--- src/rtl/fws_pkg.sv ---
package fws_pkg;
  localparam logic [7:0] OP_SUSPEND = 8'hB0;
  localparam logic [7:0] OP_RESUME  = 8'hD0;
  localparam logic [7:0] OP_STATUS  = 8'h70;
  localparam logic [7:0] OP_ARRAY   = 8'hFF;

  localparam int RDY_BIT  = 7;
  localparam int VERR_BIT = 3;
  localparam int WSUS_BIT = 2;

  typedef enum logic [2:0] {
    ST_IDLE, ST_RUN, ST_SREQ, ST_SUSP, ST_RSM
  } fws_state_e;

  typedef enum logic [2:0] {
    CK_NONE, CK_ARRAY, CK_STAT, CK_SUSP, CK_RSM
  } fws_cmd_e;
endpackage

--- src/rtl/fws_cmd_dec.sv ---
module fws_cmd_dec
  import fws_pkg::*;
#(
  parameter int DW = 8
) (
  input  logic          we_i,
  input  logic [DW-1:0] byte_i,
  output fws_cmd_e      kind_o
);
  always_comb begin
    kind_o = CK_NONE;
    if (we_i) begin
      if (byte_i == DW'(OP_ARRAY))        kind_o = CK_ARRAY;
      else if (byte_i == DW'(OP_STATUS))  kind_o = CK_STAT;
      else if (byte_i == DW'(OP_SUSPEND)) kind_o = CK_SUSP;
      else if (byte_i == DW'(OP_RESUME))  kind_o = CK_RSM;
    end
  end
endmodule

--- src/rtl/fws_fsm.sv ---
module fws_fsm
  import fws_pkg::*;
(
  input  logic       clk,
  input  logic       rst_n,
  input  fws_cmd_e   kind_i,
  input  logic       seq_busy_i,
  input  logic       seq_ack_i,
  input  logic       seq_done_i,
  input  logic       vpp_ok_i,
  output fws_state_e st_o,
  output logic       verr_o,
  output logic       sel_stat_o,
  output logic       susp_req_o
);
  fws_state_e st_q, st_d;
  logic       verr_q, verr_d;
  logic       sel_q, sel_d;
  logic       en;

  always_comb begin
    st_d   = st_q;
    verr_d = verr_q;
    sel_d  = sel_q;
    if (kind_i == CK_ARRAY) sel_d = 1'b0;
    if (kind_i == CK_STAT)  sel_d = 1'b1;
    case (st_q)
      ST_IDLE: if (seq_busy_i) st_d = ST_RUN;
      ST_RUN: begin
        if (seq_done_i) st_d = ST_IDLE;
        else if (kind_i == CK_SUSP) begin
          st_d  = ST_SREQ;
          sel_d = 1'b1;
        end
      end
      ST_SREQ: begin
        if (seq_done_i)     st_d = ST_IDLE;
        else if (seq_ack_i) st_d = ST_SUSP;
      end
      ST_SUSP: begin
        if (!vpp_ok_i) verr_d = 1'b1;
        if (kind_i == CK_RSM && vpp_ok_i && !verr_q) begin
          st_d  = ST_RSM;
          sel_d = 1'b1;
        end
      end
      ST_RSM: begin
        if (seq_done_i)      st_d = ST_IDLE;
        else if (!seq_ack_i) st_d = ST_RUN;
      end
      default: st_d = ST_IDLE;
    endcase
  end

  assign en = (st_d != st_q) || (verr_d != verr_q) || (sel_d != sel_q);

  always_ff @(posedge clk or negedge rst_n) begin
    if (!rst_n) begin
      st_q   <= ST_IDLE;
      verr_q <= 1'b0;
      sel_q  <= 1'b0;
    end else if (en) begin
      st_q   <= st_d;
      verr_q <= verr_d;
      sel_q  <= sel_d;
    end
  end

  assign st_o       = st_q;
  assign verr_o     = verr_q;
  assign sel_stat_o = sel_q;
  assign susp_req_o = (st_q == ST_SREQ) || (st_q == ST_SUSP);

  // request held while the sequencer has not yet paused
  p_req_hold_r2: assert property (@(posedge clk) disable iff (!rst_n)
    (susp_req_o && !seq_ack_i && !seq_done_i && st_q == ST_SREQ) |=> susp_req_o);

  // accepted resume drops the request and selects status reads
  p_resume_r7: assert property (@(posedge clk) disable iff (!rst_n)
    (st_q == ST_SUSP && kind_i == CK_RSM && vpp_ok_i && !verr_q)
      |=> (!susp_req_o && sel_stat_o));

  // error is sticky once captured
  p_verr_sticky_r9: assert property (@(posedge clk) disable iff (!rst_n)
    verr_q |=> verr_q);
endmodule

--- src/rtl/fws_rdmux.sv ---
module fws_rdmux
  import fws_pkg::*;
#(
  parameter int DW = 8
) (
  input  fws_state_e    st_i,
  input  logic          verr_i,
  input  logic          sel_stat_i,
  input  logic [DW-1:0] arr_i,
  output logic [DW-1:0] stat_o,
  output logic [DW-1:0] rd_o
);
  always_comb begin
    stat_o           = '0;
    stat_o[RDY_BIT]  = (st_i == ST_IDLE) || (st_i == ST_SUSP);
    stat_o[WSUS_BIT] = (st_i == ST_SUSP);
    stat_o[VERR_BIT] = verr_i;
  end

  assign rd_o = sel_stat_i ? stat_o : arr_i;
endmodule

--- src/rtl/fws_ctrl.sv ---
module fws_ctrl
  import fws_pkg::*;
#(
  parameter int DW      = 8,
  parameter int LAT_MAX = 64
) (
  input  logic          clk,
  input  logic          rst_n,
  input  logic          cmd_we_i,
  input  logic [DW-1:0] cmd_data_i,
  input  logic          seq_busy_i,
  input  logic          seq_ack_i,
  input  logic          seq_done_i,
  input  logic          vpp_ok_i,
  input  logic [DW-1:0] arr_rdata_i,
  output logic          susp_req_o,
  output logic [DW-1:0] rd_data_o
);
  localparam int LCW = $clog2(LAT_MAX + 2);

  logic [1:0]    rst_q;
  logic          rst_s;
  fws_cmd_e      kind;
  fws_state_e    st;
  logic          verr;
  logic          sel_stat;
  logic [DW-1:0] stat;

  always_ff @(posedge clk or negedge rst_n) begin
    if (!rst_n) rst_q <= 2'b00;
    else        rst_q <= {rst_q[0], 1'b1};
  end
  assign rst_s = rst_q[1];

  fws_cmd_dec #(.DW(DW)) i_dec (
    .we_i   (cmd_we_i),
    .byte_i (cmd_data_i),
    .kind_o (kind)
  );

  fws_fsm i_fsm (
    .clk        (clk),
    .rst_n      (rst_s),
    .kind_i     (kind),
    .seq_busy_i (seq_busy_i),
    .seq_ack_i  (seq_ack_i),
    .seq_done_i (seq_done_i),
    .vpp_ok_i   (vpp_ok_i),
    .st_o       (st),
    .verr_o     (verr),
    .sel_stat_o (sel_stat),
    .susp_req_o (susp_req_o)
  );

  fws_rdmux #(.DW(DW)) i_mux (
    .st_i       (st),
    .verr_i     (verr),
    .sel_stat_i (sel_stat),
    .arr_i      (arr_rdata_i),
    .stat_o     (stat),
    .rd_o       (rd_data_o)
  );

  // latency watch for R11
  logic [LCW-1:0] lat_q;
  always_ff @(posedge clk or negedge rst_s) begin
    if (!rst_s)                     lat_q <= '0;
    else if (st == ST_SREQ)         lat_q <= lat_q + 1'b1;
    else if (lat_q != '0)           lat_q <= '0;
  end

  p_ack_latency_r11: assert property (@(posedge clk) disable iff (!rst_s)
    lat_q <= LCW'(LAT_MAX));

  // acknowledge turns into ready plus suspended
  p_pause_flags_r4: assert property (@(posedge clk) disable iff (!rst_s)
    (susp_req_o && seq_ack_i && !seq_done_i && !stat[WSUS_BIT])
      |=> (stat[RDY_BIT] && stat[WSUS_BIT] && susp_req_o));

  // filtered bytes change nothing while paused
  p_filter_r6: assert property (@(posedge clk) disable iff (!rst_s)
    (stat[WSUS_BIT] && vpp_ok_i && cmd_we_i && cmd_data_i != DW'(OP_ARRAY) &&
     cmd_data_i != DW'(OP_STATUS) && cmd_data_i != DW'(OP_RESUME))
      |=> ($stable(stat) && $stable(sel_stat)));

  // suspend outside a program is without effect
  p_idle_susp_r8: assert property (@(posedge clk) disable iff (!rst_s)
    (st == ST_IDLE && !seq_busy_i && cmd_we_i && cmd_data_i == DW'(OP_SUSPEND))
      |=> (!susp_req_o && $stable(sel_stat) && $stable(stat)));

  // voltage loss during pause is recorded and keeps the pause
  p_verr_r9: assert property (@(posedge clk) disable iff (!rst_s)
    (stat[WSUS_BIT] && !vpp_ok_i) |=> (stat[VERR_BIT] && stat[WSUS_BIT]));
endmodule

--- config.mk ---
export PLATFORM = sky130hd
export DESIGN_NAME = fws_ctrl
export DESIGN_NICKNAME = d
export VERILOG_FILES = /design/src/rtl/fws_pkg.sv /design/src/rtl/fws_cmd_dec.sv /design/src/rtl/fws_fsm.sv /design/src/rtl/fws_rdmux.sv /design/src/rtl/fws_ctrl.sv
export SDC_FILE = /design/constraint.sdc
export NUM_CORES = 1
export LEC_CHECK = 0
export BUFFER_PORTS_ARGS = -buffer_cell sky130_fd_sc_hd__buf_2
export CAP_MARGIN = 10
export CORE_MARGIN = 5
export CORE_UTILIZATION = 35
export DETAILED_ROUTE_END_ITERATION = 10
export MAX_ROUTING_LAYER = met4
export PLACE_DENSITY = 0.71
export SLEW_MARGIN = 20
export SYNTH_ARGS = -nofsm -noshare
export SYNTH_HDL_FRONTEND = slang
export SYNTH_SLANG_ARGS = --single-unit
export TNS_END_PERCENT = 50
--- constraint.sdc ---
create_clock -name clk -period 1.2 [get_ports clk]
set_input_delay 0.24 -clock clk [delete_from_list [all_inputs] [get_ports clk]]
set_output_delay 0.24 -clock clk [all_outputs]
set_load 0.05 [all_outputs]
==> metrics.md, run 1 <==
| Metric | Value |
|---|---|
| WL/cell | 11.9 um |
| Top FF cell, synth | dfrtp_1 |
| CP arrival | 1.36 ns |
| TritonCTS buffer count | 3 |
| Post-synth EDFFs | 0 |
| GP Congestion | 0.825 |
| Pin count of the biggest net entering global routing | 7 |
| Post-synthesis sequential area ratio | 36.5% |
| Clk sinks | 7 |
| P&R area growth vs syn | 81.2% |
| Global-route wire length before repair | 2.21 mm |
| Via/cell ratio | 5.01 |
| Synth area leader | dfrtp_1 |
| I/O pins | 32 |
| Chip Height | 47.1 um |
| DR vias | 591 |
| Pwr dens | 893 mW/mm^2 |
| H-tree Lvls | 1 |
| Worst Setup Path Type | flip-flop to primary output |
| DRT antenna net count | 0 |
| Routed wire length | 1.40 mm |
| Fill count | 107 |
| Die Wd | 47.1 um |
| Place WS | -0.397 ns |
| Clock skew | 0.00198 ns |
| CTS tree | yes |
| Area of the core | 0.00130 mm^2 |
| HPWL Detailed | 1.15 mm |
| Worst Hold Class | flip-flop to async pin |
| Antenna violations before repair | 0 |
| Final critical-path share of the clock period | 134% |
| Status | finished, violations left |
| Largest fanout on the critical path | 3 |
| Clk root buf | clkbuf_4 |
| GRT Residual Overflow | 0 |
| Post-synth cell types | 27 |
| Yosys reg bits | 7 |
| RSZ-0062 raised after global routing | yes |
| Largest cells by area after synthesis | dfrtp_1, nor2b_1, mux2_2 |
| Port bufs | 31 |
| Synth top area share | 36.5% |
| N_diodes | 0 |
| Maxcap violations | 0 |
| Post-synth top cells | dfrtp_1, nor2b_1, nand2_1, nand3_1, nor2_1 |
| Crit path launch type | flip-flop |
| Worst skew pair latency | 0.25 ns |
| Die area | 0.00221 mm^2 |
| Avg Inst Size Synth | 8.74 um^2 |
| Count leader, synth | dfrtp_1 |
| Post-layout util | 66.9% |
| Fin. Hold Viols | 0 |
| CP Capture Type | primary output |
| VDD IR max | 0.627 mV |
| Slew Viols, Final | 0 |
| Yosys Warn Count | 0 |
| Number of global-route vias before repair | 549 |
| Syn_nets | 78 |
| Number of nets in the layout | 127 |
| Drt first pass iters | 4 |
| Fmax | 624 MHz |
| Async set-reset flop share out of synthesis | 100% |
| Placed cell area | 757 um^2 |
| Final setup viols | 13 |
| Req. time, crit path | 0.96 ns |
| Finished Cell Area | 871 um^2 |
| FF/Latch Area | 175 um^2 |
| DRC | 0 |
| Fin crit period | 1.60 ns |
| Placed insts | 110 |
| Cells after synthesis | 55 |
| Setup WS post-layout | -0.404 ns |
| Gr usage total | 14.9% |
| Non-filler instance count after layout | 118 |
| LEAKAGE | 0.439 nW |
| Max Buffers Root-to-Sink | 2 |
| Failing checks | negative setup slack |
| DR iter-0 viols | 7 |
| Initial core utilization | 36.9% |
| Clock transition at the registers of the reported paths | 0.06 ns |
| Rows | 13 |
| Synthesized cell area | 480 um^2 |
| Share of cells above drive strength 1 | 65.0% |
| Footprint of the multi-input gates | 337 um^2 |
==> worst paths after layout <==
check                      depth (start not counted)  slack [ns]                           end                       from
setup / recovery                                   5       -0.40                  rd_data_o[7]  i_fsm.st_o[1]$_DFFE_PN0P_
hold / removal                                     0        0.09  i_fsm.sel_stat_o$_DFFE_PN0P_         rst_q[1]$_DFF_PN0_
setup reg to reg                                   3       -0.25  i_fsm.sel_stat_o$_DFFE_PN0P_   i_fsm.verr_o$_DFFE_PN0P_
hold reg to reg                                    0        0.09  i_fsm.sel_stat_o$_DFFE_PN0P_         rst_q[1]$_DFF_PN0_
max in group asynchronous                          2        0.80            rst_q[0]$_DFF_PN0_                      rst_n
min in group clk                                   2        0.18      i_fsm.verr_o$_DFFE_PN0P_                   vpp_ok_i
==> area by class of cell <==
class                           count  area share (%)
Inverter                            1           0.431
Tap cell                           15            2.16
Sequential cell                     7            20.1
Clock buffer                        3            2.59
Timing Repair Buffer               46            35.5
Clock inverter                      1           0.575
Multi-Input combinational cell     45            38.6
==> layout by cell type, fill, tap and decap left out, drive strengths merged, types with 3 or more instances in the layout <==
cell type	count
buf	45
nand3	5
dfrtp	7
o21ai	3
nand2	5
nand2b	3
nor2	4
clkbuf	3
nor2b	6
==> worst max-delay path, cell delays in order (launching register included) <==
cell and delay (ns):
dfrtp_1 0.38, buf_6 0.12, xor2_1 0.14, nor2_1 0.06
mux2_4 0.26, buf_8 0.15
==> power by group <==
| group | internal (W) | leakage, nW | switching, W |
|---|---|---|---|
| logic | 0.000130 | 0.333 | 0.000162 |
| registers | 0.000250 | 0.0884 | 0.0000194 |
| clock network | 0.000122 | 0.0177 | 0.0000948 |
| total | 0.000502 | 0.439 | 0.000276 |
==> registers in the layout, indices dropped and copies added (netlist names) <==
name              count
i_fsm.st_o            3
rst_q                 2
i_fsm.verr_o          1
i_fsm.sel_stat_o      1
==> cell families after synthesis <==
logic type / synth area share, %
AOI/OAI and AO/OA: 11.7
xor gates and xnor gates: 1.82
buffers and inverters: 2.60
DFF: 36.5
muxes: 6.77
other: 0.781
and+or+nand+nor: 39.8
==> routing by layer <==
metal / part of all wire [%] / vias up / track usage (%)
met4: 0 / 0 / 6.63
met1: 38 / 269 / 16.2
met3: 9.0 / 0 / 3.45
met5: 0 / - / -
li1: - / 295 / -
met2: 53 / 27 / 25.5
==> through the flow <==
step	setup TNS (ns)	power (W)	hold WS, ns
final	-3.30	0.000778	0.0901
after floorplan	-1.87	0.000448	-0.0556
after detailed placement	-1.81	0.000533	0.0268
after global routing	-4.04	0.000832	0.104
after CTS	-3.33	0.000787	0.0970
after global placement	-1.59	0.000528	0.0242
==> repair_timing <==
item                                   4_1_cts  5_1_grt
setup buffers                                1        2
pin swaps                                    1        1
hold buffers                                 1        0
endpoints found under the hold margin        2        0
setup endpoints to repair                   13       14
gates resized for setup                     16        1
(Power assumes the default switching activity.)
==> inputs of run 2 (changes only) <==
REMOVE_ABC_BUFFERS = 1   (was default)
==> metrics.md, run 2 (synthesis results as in run 1) <==
| Metric | Value |
|---|---|
| Status | finished, violations left |
| Failing checks | negative setup slack |
| Chip Height | 47.1 um (unchanged) |
| Pwr dens | 885 mW/mm^2 (-0.90%) |
| CP arrival | 1.38 ns (+0.02 ns) |
| DR iter-0 viols | 10 (+3) |
| Met2 wire len | 779 um (+4.8%) |
| R2R Path Start | i_fsm.st_o[1]$_DFFE_PN0P_ |
| HPWL Detailed | 1.13 mm (-2.2%) |
| FF-to-FF path depth | 5 (+2) |
| Cell Chain, Critical Path | buf_6, xor2_2, nor2_1, mux2_4, buf_8 |
| Routed metal-1 wirelength | 531 um (-0.38%) |
| Routed wire length | 1.51 mm (+7.3%) |
| DRC | 0 (unchanged) |
| LEAKAGE | 0.457 nW (+4.2%) |
| Buffers & Inverters on Critical Path | 2 (unchanged) |
| Die area | 0.00221 mm^2 (unchanged) |
| H-tree Lvls | 1 (unchanged) |
| Worst Hold Class | flip-flop to async pin |
| CP peak stage delay | 0.40 ns (+0.02 ns) |
| N_diodes | 0 (unchanged) |
| Maxcap violations | 0 (unchanged) |
| Setup WS post-layout | -0.424 ns (-0.0205 ns) |
| Die Wd | 47.1 um (unchanged) |
| Rows | 13 (unchanged) |
| Critical R2R Capture | i_fsm.st_o[1]$_DFFE_PN0P_ |
| Fin. Hold Viols | 0 (unchanged) |
| Most frequent cells in the layout | buf_2, buf_4, buf_6 |
| Share of cells above drive strength 1 | 64.7% (-0.34 points) |
| Tightest hold margin | 0.0767 ns (-0.0134 ns) |
| DR vias | 580 (-1.9%) |
| Final setup viols | 13 (unchanged) |
| Highest routed layer | met4 |
| Clock transition at the registers of the reported paths | 0.05 ns (about the same) |
| Crit path launch type | flip-flop |
| Port bufs | 31 (unchanged) |
| Number of nets in the layout | 126 (-0.79%) |
| Slew Viols, Final | 0 (unchanged) |
| Worst skew pair latency | 0.26 ns (about the same) |
| Largest fanout on the critical path | 3 (unchanged) |
| Drt first pass iters | 4 (unchanged) |
| Fill count | 113 (+5.6%) |
| WL/cell | 12.9 um (+8.3%) |
| Fmax | 616 MHz (-1.3%) |
| Via/cell ratio | 4.96 (-1.0%) |
| Initial core utilization | 36.9% (unchanged) |
| Post-layout util | 70.1% (+3.2 points) |
| Place WS | -0.379 ns (+0.0173 ns) |
| CP max-delay cell | dfrtp_1 |
| P&R area growth vs syn | 89.8% |
| Footprint of the multi-input gates | 359 um^2 (+6.7%) |
| Clk sinks | 7 (unchanged) |
| RSZ-0062 raised after global routing | yes |
| Setup TNS | -3.36 ns (-0.0547 ns) |
| Req. time, crit path | 0.96 ns (about the same) |
| Final critical-path share of the clock period | 135% (+1.7 points) |
| Clock skew | 0.00114 ns (-0.000840 ns) |
| DRT antenna net count | 0 (unchanged) |
| Clk root buf | clkbuf_4 |
| CTS tree | yes |
| Antenna violations before repair | 0 (unchanged) |
| Design Power | 0.000807 W (+3.8%) |
| FF/Latch Area | 176 um^2 (+0.71%) |
| Area of the core | 0.00130 mm^2 (unchanged) |
| CP Capture Type | primary output |
| GP Congestion | 0.821 (-0.46%) |
| Fin crit period | 1.62 ns (+0.0205 ns) |
| Number of global-route vias before repair | 514 (-6.4%) |
| Most common cell after layout, fill and taps aside | buf_2 |
| VDD IR max | 0.630 mV (+0.46%) |
| Max Buffers Root-to-Sink | 2 (unchanged) |
| Largest register FFs | 3 (unchanged) |
| TritonCTS buffer count | 3 (unchanged) |
| I/O pins | 32 (unchanged) |
| Global-route wire length before repair | 2.04 mm (-7.8%) |
| Crit path max-delay family | flip-flops |
| R2r setup slk | -0.41 ns (-0.16 ns) |
| GRT Residual Overflow | 0 (unchanged) |
| Worst Setup Path Type | flip-flop to primary output |
| Pin count of the biggest net entering global routing | 9 (+2) |
| Gr usage total | 14.1% (-0.73 points) |
| Met3 wire len | 167 um (+33%) |
-- run 2: final cells by class --
cell class	instances	share of cell area (%)
flip-flops and latches	7	19.3
repair buffers	45	35.9
clock buffers	4	2.88
well taps	15	2.06
multi-input cells	45	39.4
inverters	1	0.412
-- run 2: worst max-delay path by stage --
stage | slack (ns) | cells past startpoint | start | to
4_1_cts | -0.44 | 5 | i_fsm.st_o[1]$_DFFE_PN0P_ | rd_data_o[7]
5_1_grt | -0.49 | 5 | i_fsm.st_o[1]$_DFFE_PN0P_ | rd_data_o[7]
2_1_floorplan | -0.65 | 3 | i_fsm.st_o[2]$_DFFE_PN0P_ | rd_data_o[2]
3_5_place_dp | -0.38 | 5 | cmd_data_i[0] | i_fsm.st_o[1]$_DFFE_PN0P_
6_report | -0.42 | 5 | i_fsm.st_o[1]$_DFFE_PN0P_ | rd_data_o[7]
3_3_place_gp | -0.36 | 5 | cmd_data_i[0] | i_fsm.st_o[1]$_DFFE_PN0P_
-- run 2: per-stage QoR --
stage,instances,area (um^2)
floorplan,53,472
global placement,110,728
detailed placement,110,728
CTS,116,831
global route,117,912
finish,117,912
-- run 2: what timing repair did --
| action | CTS | global route |
|---|---|---|
| endpoints found under the setup margin | 13 | 13 |
| buffers inserted | 1 | 1 |
| resized for setup | 21 | 19 |
| hold buffers | 1 | 0 |
| pin swaps | 0 | 5 |
| endpoints found under the hold margin | 2 | 0 |
-- run 2: routing by layer --
metal / vias to the layer above / global-route usage [%]
li1: 287 / -
met1: 261 / 13.8
met2: 26 / 23.8
met3: 6 / 6.13
met4: 0 / 6.63
met5: - / -
-- run 2: report_power, final --
group | internal, W | switching [W] | total [W]
Clock | 0.000127 | 0.0000922 | 0.000219
Combinational | 0.000145 | 0.000167 | 0.000312
Sequential | 0.000251 | 0.0000255 | 0.000276
==> inputs of run 3 (changes only) <==
ABC_AREA = 1   (was default)
CORE_UTILIZATION = 38   (was 35)
PLACE_DENSITY = 0.72   (was 0.71)
==> metrics.md, run 3 <==
| Metric | Value |
|---|---|
| Die area | 0.00236 mm^2 (+6.6%) |
| Crit path launch type | flip-flop |
| DRC | 0 (unchanged) |
| Clock skew | 0.00327 ns (+0.00213 ns) |
| Largest register FFs | 3 (unchanged) |
| DR vias | 702 (+21%) |
| M3 GR Usage | 7.06% (+0.92 points) |
| Net Sw Power | 0.000378 W (+33%) |
| Number of global-route vias before repair | 639 (+24%) |
| Final setup viols | 10 (-3) |
| GRT Residual Overflow | 0 (unchanged) |
| CTS tree | yes |
| Post-synth top cells | nand2_1, nor2_1, inv_1, dfrtp_1, nand3_1 |
| Gr usage total | 13.3% (-0.80 points) |
| Fin crit period | 1.52 ns (-0.0993 ns) |
| Top FF cell, synth | dfrtp_1 |
| DRT antenna net count | 0 (unchanged) |
| Worst skew pair latency | 0.25 ns (about the same) |
| H-tree Lvls | 1 (unchanged) |
| Drt first pass iters | 4 (unchanged) |
| Worst Setup Path Type | flip-flop to primary output |
| Status | finished, violations left |
| Most common cell after layout, fill and taps aside | nand2_1 |
| WL/cell | 11.1 um (-14%) |
| Synth top area share | 31.0% (-5.5 points) |
| Clk sinks | 7 (unchanged) |
| Async set-reset flop share out of synthesis | 100% (unchanged) |
| Comb power frac | 49.4% (+11 points) |
| Sw frac | 40.1% (+4.9 points) |
| CP max-delay cell | dfrtp_1 |
| GP Congestion | 0.789 (-4.0%) |
| Post-synth EDFFs | 0 (unchanged) |
| Finished Cell Area | 0.00100 mm^2 (+10%) |
| Max Buffers Root-to-Sink | 2 (unchanged) |
| Final critical-path share of the clock period | 127% (-8.3 points) |
| Crit path max-delay family | flip-flops |
| Setup WS post-layout | -0.325 ns (+0.0993 ns) |
| Yosys reg bits | 7 (unchanged) |
| RSZ-0062 raised after global routing | yes |
| Placed cell area | 788 um^2 (+8.2%) |
| N_diodes | 0 (unchanged) |
| Post-synthesis sequential area ratio | 31.0% (-5.5 points) |
| Avg Inst Size Synth | 6.21 um^2 (-29%) |
| Yosys Warn Count | 0 (unchanged) |
| Slew Viols, Final | 0 (unchanged) |
| CP Capture Type | primary output |
| Largest fanout on the critical path | 3 (unchanged) |
| Buffers & Inverters on Critical Path | 3 (+1) |
| Fin. Hold Viols | 0 (unchanged) |
| I/O pins | 32 (unchanged) |
| Pin count of the biggest net entering global routing | 6 (-3) |
| Design Power | 0.000943 W (+17%) |
| Most frequent cells in the layout | nand2_1, buf_2, inv_1, buf_4, nor2_1 |
| Met1 usage | 13.4% (-0.37 points) |
| Routed wire length | 1.74 mm (+15%) |
| Req. time, crit path | 0.96 ns (about the same) |
| P&R area growth vs syn | 77.4% |
| Busiest layer in global routing | met2 |
| Synth area leader | dfrtp_1 |
| DR iter-0 viols | 16 (+6) |
| Number of nets in the layout | 164 (+30%) |
| TritonCTS buffer count | 3 (unchanged) |
| Clk root buf | clkbuf_4 |
| Cell Chain, Critical Path | inv_2, nor2_4, inv_4, nor2_8, nand2_1, nand2_1, buf_6 |
| Die Wd | 48.6 um (+3.3%) |
| Setup TNS | -1.73 ns (+1.63 ns) |
| Maxcap violations | 0 (unchanged) |
| Initial core utilization | 38.9% (+2.0 points) |
| Clock transition at the registers of the reported paths | 0.05 ns (about the same) |
| Crit path top cell by count | nand2_1 |
| Chip Height | 48.6 um (+3.3%) |
| HPWL Detailed | 1.20 mm (+6.1%) |
| Port bufs | 31 (unchanged) |
| Cells after synthesis | 91 (+65%) |
| Rows | 14 (+1) |
| Post-synth cell types | 19 (-30%) |
| Fmax | 656 MHz (+6.5%) |
| Failing checks | negative setup slack |
| Via/cell ratio | 4.50 (-9.2%) |
| CP peak stage delay | 0.40 ns (about the same) |
| Global-route wire length before repair | 2.50 mm (+23%) |
| Share of cells above drive strength 1 | 48.6% (-16 points) |
| Tightest hold margin | 0.0819 ns (+0.00511 ns) |
| CP arrival | 1.28 ns (-0.10 ns) |
| Worst Hold Class | flip-flop to async pin |
| Antenna violations before repair | 0 (unchanged) |
| Internal Power | 0.000565 W (+8.0%) |
| Clk network pwr share | 22.2% (-5.0 points) |
| Reg power frac | 28.4% (-5.8 points) |
| Area of the core | 0.00145 mm^2 (+12%) |
| Global-route met2 utilization | 23.5% (-0.37 points) |
| VDD IR max | 0.864 mV (+37%) |
| LEAKAGE | 0.570 nW (+25%) |
| Largest cells by area after synthesis | dfrtp_1, nand2_1, nor2_1 |
| Pwr dens | 940 mW/mm^2 (+6.2%) |
| Count leader, synth | nand2_1 |
| Synthesized cell area | 566 um^2 (+18%) |
[run 3: changes by cell type after synthesis, moves of 2 or more]
cell,change
nand2_1,+22
inv_1,+13
nor2_1,+11
nor2b_1,-6
inv_2,+3
nand2b_1,-3
nand3_1,+3
mux2_2,-2
nand2_2,+2
nor2_2,+2
nor2_4,+2
or4_4,-2
[run 3: area by class of cell]
cell class | count | area (um^2)
clock buffers | 4 | 26.3
flip-flops and latches | 7 | 175
multi-input cells | 66 | 370
inverters | 17 | 66.3
fillers | 117 | 450
well taps | 16 | 20.0
repair buffers | 46 | 345
[run 3: through the flow]
step	setup WS, ns	utilization [%]	cells
2_1_floorplan	-0.667	-	90
3_3_place_gp	-0.123	54.2	144
3_5_place_dp	-0.133	54.2	144
4_1_cts	-0.286	62.2	151
5_1_grt	-0.396	69.0	156
6_report	-0.325	69.0	156
[run 3: logic make-up after synthesis]
group                  Yosys count  share of synthesized area (%)
buffers and inverters           18                           12.2
other                            1                          0.663
and+or+nand+nor                 60                           50.9
AOI/OAI and AO/OA                5                           5.31
DFF                              7                           31.0
[run 3: final timing paths]
check	start	to	slack (ns)	depth (start not counted)
setup / recovery	i_fsm.st_o[1]$_DFFE_PN0P_	rd_data_o[2]	-0.32	7
hold / removal	rst_q[1]$_DFF_PN0_	i_fsm.verr_o$_DFFE_PN0P_	0.08	0
setup reg to reg	i_fsm.st_o[1]$_DFFE_PN0P_	i_fsm.st_o[0]$_DFFE_PN0P_	-0.06	10
hold reg to reg	rst_q[1]$_DFF_PN0_	i_fsm.verr_o$_DFFE_PN0P_	0.08	0
max in group asynchronous	rst_n	rst_q[0]$_DFF_PN0_	0.78	2
min in group clk	vpp_ok_i	i_fsm.verr_o$_DFFE_PN0P_	0.21	2
[run 3: what timing repair did]
item / 4_1_cts / 5_1_grt
gates resized for setup: 22 / 18
buffers inserted: 2 / 5
endpoints found under the hold margin: 2 / 0
endpoints found under the setup margin: 10 / 10
pin swaps: 1 / 4
hold buffers: 1 / 0
[run 3: power groups by stage]
stage                     registers (W)  logic, W  clock network (W)
after global placement         0.000267  0.000343                  0
after CTS                      0.000266  0.000401           0.000212
after global routing           0.000269  0.000496           0.000238
final                          0.000267  0.000466           0.000210
after floorplan                0.000270  0.000225                  0
after detailed placement       0.000268  0.000349                  0
[run 3: metal layers]
| metal | vias to the layer above | routed length (um) |
|---|---|---|
| met2 | 26 | 937 |
| met3 | 0 | 155 |
| met4 | 0 | 0 |
| met5 | - | 0 |
| li1 | 369 | - |
| met1 | 307 | 644 |
